===== config.mk =====
export PLATFORM = sky130hd
export DESIGN_NAME = epp_responder
export DESIGN_NICKNAME = d
export VERILOG_FILES = /design/src/rtl/epp_pkg.sv /design/src/rtl/epp_sync.sv /design/src/rtl/epp_rx.sv /design/src/rtl/epp_tx.sv /design/src/rtl/epp_responder.sv
export SDC_FILE = /design/constraint.sdc
export NUM_CORES = 1
export LEC_CHECK = 0
export ABC_AREA = 1
export CORE_MARGIN = 4
export CORE_UTILIZATION = 26
export DETAILED_ROUTE_END_ITERATION = 7
export DONT_BUFFER_PORTS = 1
export PLACE_DENSITY_LB_ADDON = 0.1
export SETUP_SLACK_MARGIN = 0.2
export SYNTH_ARGS = -nofsm -noshare
export SYNTH_HDL_FRONTEND = slang
export SYNTH_SLANG_ARGS = --single-unit

===== constraint.sdc =====
create_clock -name clk_i -period 1 [get_ports clk_i]
set_input_delay 0.05 -clock clk_i [delete_from_list [all_inputs] [get_ports clk_i]]
set_output_delay 0.05 -clock clk_i [all_outputs]
set_load 0.1 [all_outputs]

===== src/rtl/epp_pkg.sv =====
`timescale 1ns/1ps
package epp_pkg;
  typedef enum logic {TAG_DATA = 1'b0, TAG_ADDR = 1'b1} tag_e;
  typedef struct packed {
    logic wr;    // host writing
    logic astb;  // address strobe active
    logic dstb;  // data strobe active
  } ctrl_t;
endpackage


===== src/rtl/epp_sync.sv =====
`timescale 1ns/1ps
module epp_sync #(
  parameter int W      = 1,
  parameter int STAGES = 2
) (
  input  logic         clk_i,
  input  logic         rst_ni,
  input  logic [W-1:0] d_i,
  output logic [W-1:0] q_o
);
  logic [W-1:0] st [STAGES];

  for (genvar k = 0; k < STAGES; k++) begin : g_stage
    always_ff @(posedge clk_i or negedge rst_ni) begin
      if (!rst_ni) st[k] <= '0;
      else if (k == 0) st[k] <= d_i;
      else st[k] <= st[(k == 0) ? 0 : k-1];
    end
  end

  assign q_o = st[STAGES-1];
endmodule


===== src/rtl/epp_rx.sv =====
`timescale 1ns/1ps
module epp_rx
  import epp_pkg::*;
#(
  parameter int DATA_W = 8
) (
  input  logic              clk_i,
  input  logic              rst_ni,
  input  logic              cap_i,
  input  tag_e              tag_i,
  input  logic [DATA_W-1:0] data_i,
  input  logic              ready_i,
  output logic              valid_o,
  output logic [DATA_W-1:0] data_o,
  output tag_e              tag_o,
  output logic [DATA_W-1:0] addr_o
);
  logic              full_q;
  logic [DATA_W-1:0] data_q, addr_q;
  tag_e              tag_q;
  logic              accept, pop;

  assign accept = cap_i & ~full_q;  // writes into a full slot are dropped
  assign pop    = full_q & ready_i;

  always_ff @(posedge clk_i or negedge rst_ni) begin
    if (!rst_ni) begin
      full_q <= 1'b0;
      data_q <= '0;
      tag_q  <= TAG_DATA;
      addr_q <= '0;
    end else if (accept) begin
      full_q <= 1'b1;
      data_q <= data_i;
      tag_q  <= tag_i;
      if (tag_i == TAG_ADDR) addr_q <= data_i;
    end else if (pop) begin
      full_q <= 1'b0;
    end
  end

  assign valid_o = full_q;
  assign data_o  = data_q;
  assign tag_o   = tag_q;
  assign addr_o  = addr_q;

  AST_NO_OVERWRITE: assert property (@(posedge clk_i) disable iff (!rst_ni)
    full_q && !ready_i |=> full_q && $stable(data_q) && $stable(tag_q));
endmodule


===== src/rtl/epp_tx.sv =====
`timescale 1ns/1ps
module epp_tx #(
  parameter int DATA_W = 8
) (
  input  logic              clk_i,
  input  logic              rst_ni,
  input  logic              load_i,
  input  logic [DATA_W-1:0] data_i,
  input  logic              hold_i,
  input  logic              take_i,
  output logic              ready_o,
  output logic              pend_o,
  output logic [DATA_W-1:0] data_o
);
  logic              pend_q;
  logic [DATA_W-1:0] data_q;

  // no load during an active strobe: the closing edge must not clear an unseen byte
  assign ready_o = ~pend_q & ~hold_i;

  always_ff @(posedge clk_i or negedge rst_ni) begin
    if (!rst_ni) begin
      pend_q <= 1'b0;
      data_q <= '0;
    end else if (load_i && ready_o) begin
      pend_q <= 1'b1;
      data_q <= data_i;
    end else if (take_i) begin
      pend_q <= 1'b0;
    end
  end

  assign pend_o = pend_q;
  assign data_o = data_q;

  AST_LOAD_SETS: assert property (@(posedge clk_i) disable iff (!rst_ni)
    load_i && ready_o |=> pend_q);
  AST_PEND_HOLD: assert property (@(posedge clk_i) disable iff (!rst_ni)
    pend_q && !take_i |=> pend_q && $stable(data_q));
endmodule


===== src/rtl/epp_responder.sv =====
`timescale 1ns/1ps
module epp_responder
  import epp_pkg::*;
#(
  parameter int DATA_W      = 8,
  parameter int SYNC_STAGES = 2,
  parameter bit PIN_INVERT  = 1'b0
) (
  input  logic              clk_i,
  input  logic              rst_ni,
  input  logic [DATA_W-1:0] pp_data_i,
  output logic [DATA_W-1:0] pp_data_o,
  output logic              pp_data_oe_o,
  input  logic              pp_write_i,
  input  logic              pp_dstb_i,
  input  logic              pp_astb_i,
  output logic              pp_wait_o,
  output logic              pp_intr_o,
  output logic              pp_err_o,
  output logic              rx_valid_o,
  input  logic              rx_ready_i,
  output logic [DATA_W-1:0] rx_data_o,
  output logic              rx_is_addr_o,
  input  logic              tx_valid_i,
  output logic              tx_ready_o,
  input  logic [DATA_W-1:0] tx_data_i,
  input  logic              rx_err_i
);
  localparam int CTRL_W = $bits(ctrl_t);

  ctrl_t             ctl_a, ctl_s;
  logic              strb_s, strb_q, rise, fall;
  logic              rd_cyc_q, adr_cyc_q, busy_q, err_q;
  logic              rx_full, tx_pend;
  logic [DATA_W-1:0] addr_last, tx_byte;
  tag_e              rx_tag, cap_tag;

  // pin polarity to logical "active"
  if (PIN_INVERT) begin : g_pin_inv
    assign ctl_a     = '{wr: pp_write_i, astb: pp_astb_i, dstb: pp_dstb_i};
    assign pp_wait_o = ~busy_q;
  end else begin : g_pin_dir
    assign ctl_a     = '{wr: ~pp_write_i, astb: ~pp_astb_i, dstb: ~pp_dstb_i};
    assign pp_wait_o = busy_q;
  end

  epp_sync #(.W(CTRL_W), .STAGES(SYNC_STAGES)) u_sync (
    .clk_i, .rst_ni, .d_i(ctl_a), .q_o(ctl_s)
  );

  assign strb_s  = ctl_s.dstb | ctl_s.astb;
  assign rise    = strb_s & ~strb_q;
  assign fall    = ~strb_s & strb_q;
  assign cap_tag = ctl_s.astb ? TAG_ADDR : TAG_DATA;

  always_ff @(posedge clk_i or negedge rst_ni) begin
    if (!rst_ni) begin
      strb_q    <= 1'b0;
      rd_cyc_q  <= 1'b0;
      adr_cyc_q <= 1'b0;
      busy_q    <= 1'b0;
      err_q     <= 1'b0;
    end else begin
      strb_q <= strb_s;
      if (rise) begin
        rd_cyc_q  <= ~ctl_s.wr;
        adr_cyc_q <= ctl_s.astb;
      end
      busy_q <= strb_s | rx_full;
      err_q  <= rx_err_i;
    end
  end

  epp_rx #(.DATA_W(DATA_W)) u_rx (
    .clk_i, .rst_ni,
    .cap_i   (rise & ctl_s.wr),
    .tag_i   (cap_tag),
    .data_i  (pp_data_i),
    .ready_i (rx_ready_i),
    .valid_o (rx_full),
    .data_o  (rx_data_o),
    .tag_o   (rx_tag),
    .addr_o  (addr_last)
  );

  epp_tx #(.DATA_W(DATA_W)) u_tx (
    .clk_i, .rst_ni,
    .load_i  (tx_valid_i),
    .data_i  (tx_data_i),
    .hold_i  (strb_s),
    .take_i  (fall & rd_cyc_q & ~adr_cyc_q),
    .ready_o (tx_ready_o),
    .pend_o  (tx_pend),
    .data_o  (tx_byte)
  );

  assign rx_valid_o   = rx_full;
  assign rx_is_addr_o = (rx_tag == TAG_ADDR);
  assign pp_data_oe_o = ~ctl_s.wr & (strb_s | tx_pend);
  assign pp_data_o    = ctl_s.astb ? addr_last : tx_byte;
  assign pp_intr_o    = ~tx_pend;
  assign pp_err_o     = ~err_q;

  AST_STROBE_BUSY: assert property (@(posedge clk_i) disable iff (!rst_ni)
    strb_s && strb_q |-> busy_q);
  AST_BUSY_WHILE_FULL: assert property (@(posedge clk_i) disable iff (!rst_ni)
    rx_full |-> busy_q);
  AST_ERR_FOLLOW: assert property (@(posedge clk_i) disable iff (!rst_ni)
    rx_err_i |=> !pp_err_o);
endmodule


* After elaboration in Yosys (flattened, before gate mapping) *
Cells that the tools add are included.

storage, ports and cells
  flip-flop bits (word level) = 38
  latch bits = 0
  bits in writable memories = 0
  bits in read-only memories = 0
  input bits = 24
  word-level logic and storage cells = 45
  memories = 0

cells by class
  $add $sub $neg = 0
  multiply operators = 0
  divide/modulo/power cells = 0
  magnitude comparators = 0
  equal/unequal tests = 0
  shift operators = 0
  mux-type cells = 6
  bitwise operators = 22
  reduce and logical (&&, ||, !) cells = 4

operators by type and width
  operator             count
  inverter 1 bit       10
  AND 1 bit            9
  two-way mux 8 bit    1
  two-way mux 1 bit    5
  nonzero test 2 bit   2
  OR 1 bit             3
  AND reduction 2 bit  1
  logical AND 1 bit    1

* Depth between registers and ports, before layout *
Gate-level depths: netlist of the first run.

  depth in word-level cells = 7
  mapped depth = 7

* Hierarchy *
Synthesis of the first run repeated with hierarchy kept, for this count alone.

unflattened totals
  cells, all modules = 176
  area total of the unflattened synthesis = 1,626.6 µm²

modules (own cells, without submodules)
  module         instances  cells an instance  area each (µm²)  sequential area each (µm²)
  epp_rx         1          76                 754.5            450.4
  epp_tx         1          38                 361.6            225.2
  epp_responder  1          53                 337.8            125.1
  epp_sync       1          9                  172.7            150.1

* Worst setup path before layout of the first run *
Ideal clock, no wire load.

  kind = register to output
  from = register u_sync.st (netlist bit u_sync.q_o[1])
  to = output pp_data_oe_o
  arrival time = 2,106 ps
  data required time = 950 ps
  path slack = -1,156 ps
  stages on the path, launching flop included = 6
  path buffers = 1
  cell sequence = dfrtp_1 -> inv_2 -> nand2_4 -> nor2_1 -> buf_4 -> nor2_1

on the way
  cells in the longest elaborated chain, start to end = 3

RTL lines
  element                           RTL line             text
  start: declaration                epp_sync.sv:11       logic [W-1:0] st [STAGES];
  start signal: indexed assignment  epp_sync.sv:16       else if (k == 0) st[k] <= d_i;
  start signal: indexed assignment  epp_sync.sv:17       else st[k] <= st[(k == 0) ? 0 : k-1];
  OR 1 bit                          epp_responder.sv:51  assign strb_s = ctl_s.dstb | ctl_s.astb;
  via strb_s                        epp_responder.sv:32  logic strb_s, strb_q, rise, fall;
  OR 1 bit                          epp_responder.sv:99  assign pp_data_oe_o = ~ctl_s.wr & (strb_s | tx_pend);
  AND 1 bit                         epp_responder.sv:99
  end: declaration                  epp_responder.sv:13  output logic pp_data_oe_o,

The timed path passes the listed nets, and every way through them passes these cells.

* Worst setup path after layout of the first run *
  from = register u_sync.st (netlist bit u_sync.q_o[0])
  to = register rd_cyc_q

on the way
  cells in the longest elaborated chain, start to end = 2

RTL lines
  element                 RTL line             text
  OR 1 bit                epp_responder.sv:51
  AND 1 bit               epp_responder.sv:52  assign rise = strb_s & ~strb_q;
  end signal: assignment  epp_responder.sv:66  rd_cyc_q <= ~ctl_s.wr;
  end: declaration        epp_responder.sv:33  logic rd_cyc_q, adr_cyc_q, busy_q, err_q;

No other way between the ends.
A chain may end at the register's enable or synchronous reset.

==> results of run 1 <==
-- routing by layer --
layer / GRT usage / share of wire
met1: 0.1345 / 0.40
met2: 0.2140 / 0.54
met3: 0.03786 / 0.054
met4: 0.03453 / 0.0066
met5: 0 / 0
-- cells in the final DEF, fill, tap and decap left out, drive strengths merged --
master,count
nor2,5
nand2,87
dfrtp,38
o21a,1
bufinv,2
buf,43
nand4,2
clkbuf,6
inv,9
nand3,20
dlygate4sd3,22
o21ai,3
clkinvlp,1
-- cells by family after synthesis --
| logic type | Yosys count | synth area share |
|---|---|---|
| AND/OR/NAND/NOR | 112 | 0.3232 |
| buffers and inverters | 15 | 0.05293 |
| flip-flops | 38 | 0.6095 |
| AO/OA/AOI/OAI | 4 | 0.01443 |
-- flip-flops by register name (all words and copies together) (netlist names) --
| name | count |
|---|---|
| adr_cyc_q | 1 |
| err_q | 1 |
| pp_wait_o | 1 |
| rd_cyc_q | 1 |
| strb_q | 1 |
| u_rx.addr_o | 8 |
| u_rx.data_o | 8 |
| u_rx.tag_o | 1 |
| u_rx.valid_o | 1 |
| u_sync.q_o | 3 |
| u_sync.st | 3 |
| u_tx.data_o | 8 |
| u_tx.pend_o | 1 |
-- final cells by class --
cell class / count / area (sq um) / area share
Sequential cell: 38 / 967.2 / 0.3319
Multi-Input combinational cell: 118 / 858.3 / 0.2945
Timing Repair Buffer: 65 / 809.5 / 0.2778
Tap cell: 72 / 90.09 / 0.03091
Clock buffer: 6 / 82.58 / 0.02834
Clock inverter: 2 / 60.06 / 0.02061
Inverter: 10 / 46.29 / 0.01589
-- worst paths after layout --
kind	start	endpoint	slack, ns	depth (start not counted)
hold / removal	rst_ni	u_rx.data_o[7]	-0.56	0
max in group asynchronous	rst_ni	u_rx.valid_o	1.45	0
setup reg to reg	u_sync.q_o[0]	rd_cyc_q	-0.32	7
setup / recovery	u_sync.q_o[0]	rd_cyc_q	-0.32	7
min in group clk_i	rx_err_i	err_q	0.33	1
hold reg to reg	u_sync.st[4]	u_sync.q_o[1]	0.35	0
-- worst reg2reg max path, delay by kind of cell, from the launching register on --
family,cells,cell delay [ns]
AO/OA/AOI/OAI,1,0.16
buffers and inverters,4,0.48
flip-flops,1,0.40
AND/OR/NAND/NOR,2,0.17
-- report_power, final --
group          switching [mW]  total [mW]  internal, mW  leakage [nW]
logic                    2.41        3.59          1.17         0.826
registers               0.383        2.32          1.94         0.444
clock network           0.549        1.61          1.06        0.0714
-- metrics by stage --
step	setup WS [ns]	cells	power, mW	instance area (sq um)	TNS [ns]
finish	-0.3183	311	7.520	2914	-9.800
global route	-0.3841	311	7.846	2914	-13.24
CTS	-0.3269	305	7.452	2815	-9.899
detailed placement	-0.2402	268	5.558	2275	-5.271
global placement	-0.1623	268	5.534	2275	-4.251
floorplan	-0.3070	169	4.772	1848	-3.443
-- timing repair --
action                                  in CTS  in global routing
pin swaps                                   11                  7
hold endpoints to repair                    68                 38
gates resized for setup                     37                 10
setup buffers                                6                  5
gates cloned                                 1                  1
endpoints found under the setup margin      53                 54
==> run metrics, run 1 <==
# rows=27; CP most frequent cell=buf_6; RSZ-0062 raised after global routing=yes; violated checks=negative hold slack, negative setup slack; share of layout cells above drive strength 1=0.4728; Post-DRT Antenna Nets=0; initial core utilization=0.2749; status=finished with violations; Seq/Total Area, Yosys=0.6095; DIE AREA=approximately 7300 sq um; clock buffer depth=2; routed wire length=between 4000 and 5000 um; Yosys cell types=17; top_reg_cell synth=dfrtp_1; CP endpoint kind=register; Max FO, Critical Path=5; CP Launch Type=register; DR WL/cell=13.68 um; Hold-fix buffers, CTS=22; sinks on the clock net=38; pin count of the biggest net entering global routing=39; fmax=758.6 MHz; Avg Cell Area, Syn=9.232 sq um; die width=about 85 um; Final Setup Violations=42; clock latency on the worst-skew pair=0.29 ns; vias in the first global route=1457; CTS tree=yes; most area-consuming cells after synthesis=dfrtp_1 61%, nand2_1 21%, nand3_1 5.5%; Hold Vio Cnt, Final=38; fin nets=262; final core occ=0.5134; Slew headroom=0.7566; area of the core=around 5700 sq um; final hold slack=-0.5553 ns; clock skew=0.008564 ns; Critical path buffers and inverters=4; first-pass iteration count of the detailed router=4; Pleak=roughly 1.3 nW; initial antenna violation count=0; post-synth top area cell=dfrtp_1; Power Dens Cells=~2600 nW/um^2; crit path time final=1.318 ns; worst slew pin tran=0.3639 ns; Syn Inst Count=169; I/O pin count=47; number of synthesized register bits=38; HPWL Detailed=2864 um; ys async rst share=1.000; Final Max Slew Viols=0; Critical Path Slowest Stage Cell=dfrtp_1; maxcap violations=0; Yosys top cell area share=0.6095; CTS root buf=clkbuf_8; required time of the worst setup path=1.19 ns; Post-Syn Area=1560 sq um; top-count cell post-synth=nand2_1; ant diodes=0; EDFF count, synth=0; Arr. time, crit path=around 1.5 ns; commonest cells in the netlist=86 x nand2_1, 38 x dfrtp_1, 17 x nand3_1, 8 x inv_1; Clk pin slew, worst setup/hold paths=0.08 ns; DR iter-0 viols=34; period utilisation layout=1.318; global route total overflow=0; Routability Congestion=around 0.71; Worst VDD drop=0.001382 V; synth-to-layout area growth=86.77%; Min-Delay Path Class=primary input to async pin; syn_nets=roughly 190; via count=1382; Port Buffers=0; fin worst setup slack=-0.3183 ns; Syn. warnings=0; CP max stage delay=0.40 ns; DRC=0; cts bufs inserted=5; Top Family by Delay on Critical Path=buffers and inverters; critical path class=register to register; Die Height=approximately 85 um; total track usage=0.1192; mean number of vias per cell=4.444; crit path cell chain=buf_6, buf_6, nor2_4, nor2_4, buf_12, buf_6, o21a_1; global-route wire length before repair=6844 um; fillers=510; H-tree levels=2
Note: power is estimated with default switching activity, not from simulation.
==> run 2, diff against run 1 <==
Settings changed: CORE_UTILIZATION 26 to 54.
==> run 2 against run 1 <==
The run now fails in global routing. Area after synthesis unchanged. Synthesized cell count unchanged.
==> run metrics, run 2 <==
status=stopped before the end; Exit stage=global routing; Log Error=[ERROR DPL-0033] detailed placement checks failed during check placement.; Avg Cell Area, Syn=9.232 sq um; ys async rst share=1.000; Seq/Total Area, Yosys=0.6095; Routability Congestion=0.7131; syn_nets=around 190; # rows=19; DP Area=~2200 sq um; Post-Syn Area=roughly 1600 sq um; Port Buffers=0; Cells after DPL=222; CTS root buf=clkbuf_4; number of synthesized register bits=38; pin count of the biggest net entering global routing=39; die width=61.75 um; top_reg_cell synth=dfrtp_1; top-count cell post-synth=nand2_1; post-synth top area cell=dfrtp_1; H-tree levels=2; most area-consuming cells after synthesis=dfrtp_1 61%, nand2_1 21%, nand3_1 5.5%; clock buffer depth=2; initial antenna violation count=0; sinks on the clock net=38; Die Height=61.75 um; worst endpoint type=output port; I/O pin count=47; cts bufs inserted=5; Yosys cell types=17; EDFF count, synth=0; initial core utilization=0.5658; GR repair worst EP=pp_data_oe_o; Syn Inst Count=169; commonest cells in the netlist=86 x nand2_1, 38 x dfrtp_1, 17 x nand3_1, 8 x inv_1; Syn. warnings=0; HPWL Detailed=2489 um; Yosys top cell area share=0.6095
==> run 2: repair_timing <==
action,in CTS
endpoints found under the setup margin,54
buffers inserted,4
gates resized for setup,10
hold buffers,22
hold endpoints to repair,67
pin swaps,5
==> run 2: per-stage QoR <==
stage / setup WS [ns] / utilization
2_1_floorplan: -0.3070 / -
3_3_place_gp: -0.1311 / 0.8017
3_5_place_dp: -0.2005 / 0.8017
4_1_cts: -0.3830 / 0.9279
==> run 2: cell families after synthesis <==
family	after synthesis	share of synthesized area
AO/OA/AOI/OAI	4	0.01443
buffers and inverters	15	0.05293
flip-flops	38	0.6095
AND/OR/NAND/NOR	112	0.3232
==> run 3, diff against run 2 <==
Settings changed: CORE_UTILIZATION 54 to 39, PLACE_DENSITY_LB_ADDON 0.1 to 0.15, SETUP_SLACK_MARGIN 0.2 to unset.
Clock period 1 ns to 1.3 ns, I/O delays scaled along.
==> run 3 against run 2 <==
The flow now finishes, with violations (negative setup slack).
==> run metrics, run 3 (same netlist as run 1, synthesis figures left out) <==
DP Area=1942 sq um; HPWL Detailed=between 2000 and 2500 um; global route total overflow=0; Final Max Slew Viols=0; CTS root buf=clkbuf_8; clock latency on the worst-skew pair=a little under 0.3 ns; CP max stage delay=0.45 ns; status=finished with violations; critical path class=register to output pin; RSZ-0062 raised after global routing=yes; Hold Vio Cnt, Final=0; CP most frequent cell=nor2_4; Power Dens Cells=2059 nW/um^2; CP endpoint kind=output pin; Pleak=1.241 nW; DR iter-0 viols=29; most common cell after layout, fill and taps aside=nand2_1; DIE AREA=5077 sq um; period utilisation layout=1.052; fin worst setup slack=-0.06715 ns; CP Launch Type=register; final instance area=2455 sq um; CTS tree=yes; ant diodes=0; Max FO, Critical Path=4; Routability Congestion=0.7251; sinks on the clock net=38; area of the core=3771 sq um; Die Height=71.25 um; setup_tns=-0.4401 ns; routed wire length=3546 um; Critical Path Slowest Stage Cell=dfrtp_2; mean number of vias per cell=4.653; Arr. time, crit path=1.30 ns; Clk pin slew, worst setup/hold paths=0.08 ns; crit path time final=1.367 ns; final hold slack=0.1057 ns; Cells after DPL=240; Final Setup Violations=12; H-tree levels=2; fin nets=252; # rows=22; synth-to-layout area growth=57.34%; Post-DRT Antenna Nets=0; fin cells=277; required time of the worst setup path=1.24 ns; DR WL/cell=12.80 um; die width=71.25 um; commonest non-fill, non-tap cells in the layout=70 x nand2_1, 36 x dfrtp_1, 23 x dlygate4sd3_1; maxcap violations=0; first-pass iteration count of the detailed router=4; vias in the first global route=between 1000 and 1500; Worst VDD drop=0.001149 V; Slew headroom=0.8023; via count=1289; clock buffer depth=2; global-route wire length before repair=approximately 6200 um; fillers=290; total track usage=0.1534; cts bufs inserted=5; violated checks=negative setup slack; share of layout cells above drive strength 1=0.3100; initial core utilization=0.4137; clock skew=0.007454 ns; pin count of the biggest net entering global routing=39; Port Buffers=0; initial antenna violation count=0; DRC=0; worst slew pin tran=0.2958 ns; Min-Delay Path Class=primary input to register; I/O pin count=47; fmax=roughly 730 MHz; crit path cell chain=inv_4, nand2_4, nor2_4, buf_6, nor2_4, buf_12
-- run 3: repair_timing --
action,4_1_cts,5_1_grt
pin swaps,8,9
setup buffers,3,2
hold buffers,24,0
hold endpoints to repair,67,0
gates resized for setup,10,21
setup endpoints to repair,10,35
-- run 3: cell type report --
type,instances,area (sq um),area share
multi-input combinational,116,659.4,0.2686
clock inverter,3,21.27,0.008665
clock buffer,5,68.82,0.02803
inverter,10,40.04,0.01631
timing repair buffer,57,651.9,0.2655
tap,48,60.06,0.02446
sequential,38,953.4,0.3884
-- run 3: metrics by stage --
stage | setup WS (ns) | util | power, mW
5_1_grt | -0.1379 | 0.6510 | 5.303
3_5_place_dp | 0.1102 | 0.5149 | 4.005
2_1_floorplan | -0.08804 | - | 3.323
4_1_cts | -0.07065 | 0.6191 | 4.953
3_3_place_gp | 0.1541 | 0.5149 | 3.972
6_report | -0.06715 | 0.6510 | 5.055
-- run 3: worst max-delay path: cells and delay by family (launching register included) --
family,cells,cell delay [ns]
buffers and inverters,3,0.37
DFF,1,0.45
and+or+nand+nor,3,0.19
-- run 3: final timing paths --
kind,from,endpoint,slack (ns),depth (start not counted)
worst max-delay path,u_sync.q_o[1],pp_data_oe_o,-0.07,6
worst min-delay path,tx_valid_i,u_tx.pend_o,0.11,2
worst max register to register,u_sync.q_o[1],u_rx.tag_o,-0.01,7
worst min register to register,u_sync.st[5],u_sync.q_o[2],0.35,0
max in group asynchronous,rst_ni,u_sync.q_o[1],0.88,2
min in group asynchronous,rst_ni,u_tx.data_o[3],0.23,2
-- run 3: metal layers --
metal	vias to the layer above	global-route usage	wire length [um]
met3	9	0.04769	259
met4	0	0.06054	49
met1	589	0.1935	1547
li1	641	-	-
met5	-	0	0
met2	50	0.2459	1688
-- run 3: where the power goes --
group / switching [mW] / internal [mW] / leakage (nW)
Combinational: 1.77 / 0.772 / 0.744
Clock: 0.419 / 0.376 / 0.0441
Sequential: 0.244 / 1.47 / 0.454
Total: 2.43 / 2.62 / 1.24
==> run 4, diff against run 3 <==
Settings changed: ABC_AREA 1 to 0.
==> run 4 against run 3 <==
The run still ends with negative setup slack left. Sequential share of layout area increased by 0.61 points. Non-clock buffer count increased by 2. Final cell count decreased by 24%. Power increased by 7.3%. Critical path type unchanged.
==> run metrics, run 4 <==
fin nets=186; crit path to=pp_data_oe_o; I/O pin count=47; most area-consuming cells after synthesis=dfrtp_1 63%, mux2_1 12%, mux2_4 7.9%; Hold Vio Cnt, Final=0; ys async rst share=1.000; routed wire length=3256 um; Clk pin slew, worst setup/hold paths=0.07 ns; maxcap violations=0; combinational share of power=0.547; area of the core=3716 sq um; fillers=around 280; # rows=22; commonest cells in the netlist=38 x dfrtp_1, 16 x mux2_1, 8 x inv_1, 8 x mux2_2, 8 x mux2_4; Final Setup Violations=33; top-count cell post-synth=dfrtp_1; Routability Congestion=0.7361; Seq/Total Area, Yosys=0.6291; clock buffer depth=2; critical path class=register to output pin; Pleak=1.142 nW; Yosys top cell area share=0.6291; Worst VDD drop=0.001572 V; share of layout cells above drive strength 1=0.5185; crit path time final=1.504 ns; global route total overflow=0; DRC=0; number of synthesized register bits=38; top_reg_cell synth=dfrtp_1; cts bufs inserted=5; Slew headroom=0.8048; Sequential Power Share=0.307; status=finished with violations; part of the power in the clock network=0.146; Avg Cell Area, Syn=15.42 sq um; RR Endpoint=u_tx.data_o[1]; R2R cell count=5; Switching Fraction=0.4437; violated checks=negative setup slack; initial antenna violation count=0; post-synth top area cell=dfrtp_1; cell depth of the worst min-delay path=3; HPWL Detailed=2165 um; synth-to-layout area growth=60.10%; first-pass iteration count of the detailed router=4; DIE AREA=4936 sq um; fin worst setup slack=-0.2042 ns; Max FO, Critical Path=3; Worst Setup SP=u_sync.q_o[1]; setup_tns=-4.788 ns; DR iter-0 viols=61; CTS tree=yes; Final Max Slew Viols=0; Die Height=70.26 um; worst slew pin tran=just under 0.3 ns; global-route wire length before repair=5299 um; vias in the first global route=1073; DP Area=1988 sq um; pin count of the biggest net entering global routing=39; final instance area=2420 sq um; syn_nets=122; DR WL/cell=15.50 um; die width=70.26 um; worst r2r src=u_sync.q_o[1]; FF-to-FF setup slack=-0.19 ns; CP Launch Type=register; period utilisation layout=1.157; fmax=664.8 MHz; clock latency on the worst-skew pair=roughly 0.28 ns; Min-Delay Path Class=primary input to register; Port Buffers=0; Yosys cell types=20; Post-DRT Antenna Nets=0; most common cell after layout, fill and taps aside=dfrtp_1; CTS root buf=clkbuf_8; Switch Pwr=2.407 mW; ant diodes=0; required time of the worst setup path=1.24 ns; H-tree levels=2; sinks on the clock net=38; total track usage=0.1418; EDFF count, synth=0; initial core utilization=0.4067; RSZ-0062 raised after global routing=yes; CP endpoint kind=output pin; commonest non-fill, non-tap cells in the layout=37 x dfrtp_1, 27 x mux2_4, 22 x dlygate4sd3_1; Pwr Total=about 5.4 mW; via count=just under 1000; mean number of vias per cell=4.657; Post-Syn Area=~1500 sq um; Syn Inst Count=98; Syn. warnings=0; cell internal pwr=3.018 mW; Power Dens Cells=2242 nW/um^2; Arr. time, crit path=1.44 ns; clock skew=around 0.0021 ns
[run 4: worst min-delay path by stage]
stage / startpoint / to / slack [ns]
after floorplan: rst_ni / adr_cyc_q / -0.23
after global placement: rst_ni / u_rx.addr_o[6] / -0.23
after detailed placement: rst_ni / u_rx.addr_o[6] / -0.23
after CTS: tx_valid_i / u_tx.pend_o / 0.17
after global routing: tx_valid_i / u_tx.pend_o / 0.18
final: tx_valid_i / u_tx.pend_o / 0.18
[run 4: worst max-delay path, cell delays in order (launching register included)]
cell and delay, ns:
dfrtp_1 0.40, buf_6 0.14, nor3_4 0.19, buf_12 0.22
nor2_4 0.05, buf_12 0.16
[run 4: kinds of logic (layout without fill, tap and decap cells)]
family | Yosys count | count (layout) | synth area share
DFF | 38 | 38 | 0.6291
muxes | 32 | 32 | 0.2583
and+or+nand+nor | 11 | 12 | 0.04802
buffers and inverters | 11 | 74 | 0.03974
AOI/OAI and AO/OA | 6 | 6 | 0.02483
[run 4: per-layer routing]
layer	GRT usage	part of all wire	vias to the layer above
met1	0.1856	0.44	477
met4	0.07021	0.017	0
met2	0.2110	0.49	34
li1	-	-	462
met3	0.04460	0.059	5
met5	0	0	-
[run 4: timing repair]
| action | 4_1_cts | 5_1_grt |
|---|---|---|
| setup buffers | 2 | 0 |
| hold buffers | 23 | 0 |
| gates resized for setup | 25 | 1 |
| gates cloned | 1 | 0 |
| endpoints found under the hold margin | 67 | 0 |
| pin swaps | 0 | 1 |
| setup endpoints to repair | 35 | 36 |
[run 4: power groups by stage]
stage / registers [mW] / logic, mW / clock network (mW)
2_1_floorplan: 2.18 / 1.42 / 0
4_1_cts: 1.66 / 2.99 / 0.832
3_5_place_dp: 1.67 / 2.72 / 0
5_1_grt: 1.70 / 3.05 / 0.873
3_3_place_gp: 1.65 / 2.68 / 0
6_report: 1.66 / 2.97 / 0.791
[run 4: layout make-up]
cell class | count | area [sq um] | area share
clock buffers | 7 | 86.33 | 0.03568
inverters | 8 | 30.03 | 0.01241
multi-input cells | 50 | 616.8 | 0.2549
flip-flops and latches | 38 | 954.7 | 0.3945
well taps | 48 | 60.06 | 0.02482
repair buffers | 59 | 671.9 | 0.2777
[run 4: per-stage QoR]
stage,util,std cells,hold WS (ns),worst slack [ns]
after floorplan,-,98,-0.2306,-0.8103
after global placement,0.5350,178,-0.2296,-0.2256
after detailed placement,0.5350,178,-0.2296,-0.2546
after CTS,0.6498,210,0.1744,-0.2043
after global routing,0.6512,210,0.1808,-0.2420
final,0.6512,210,0.1818,-0.2042
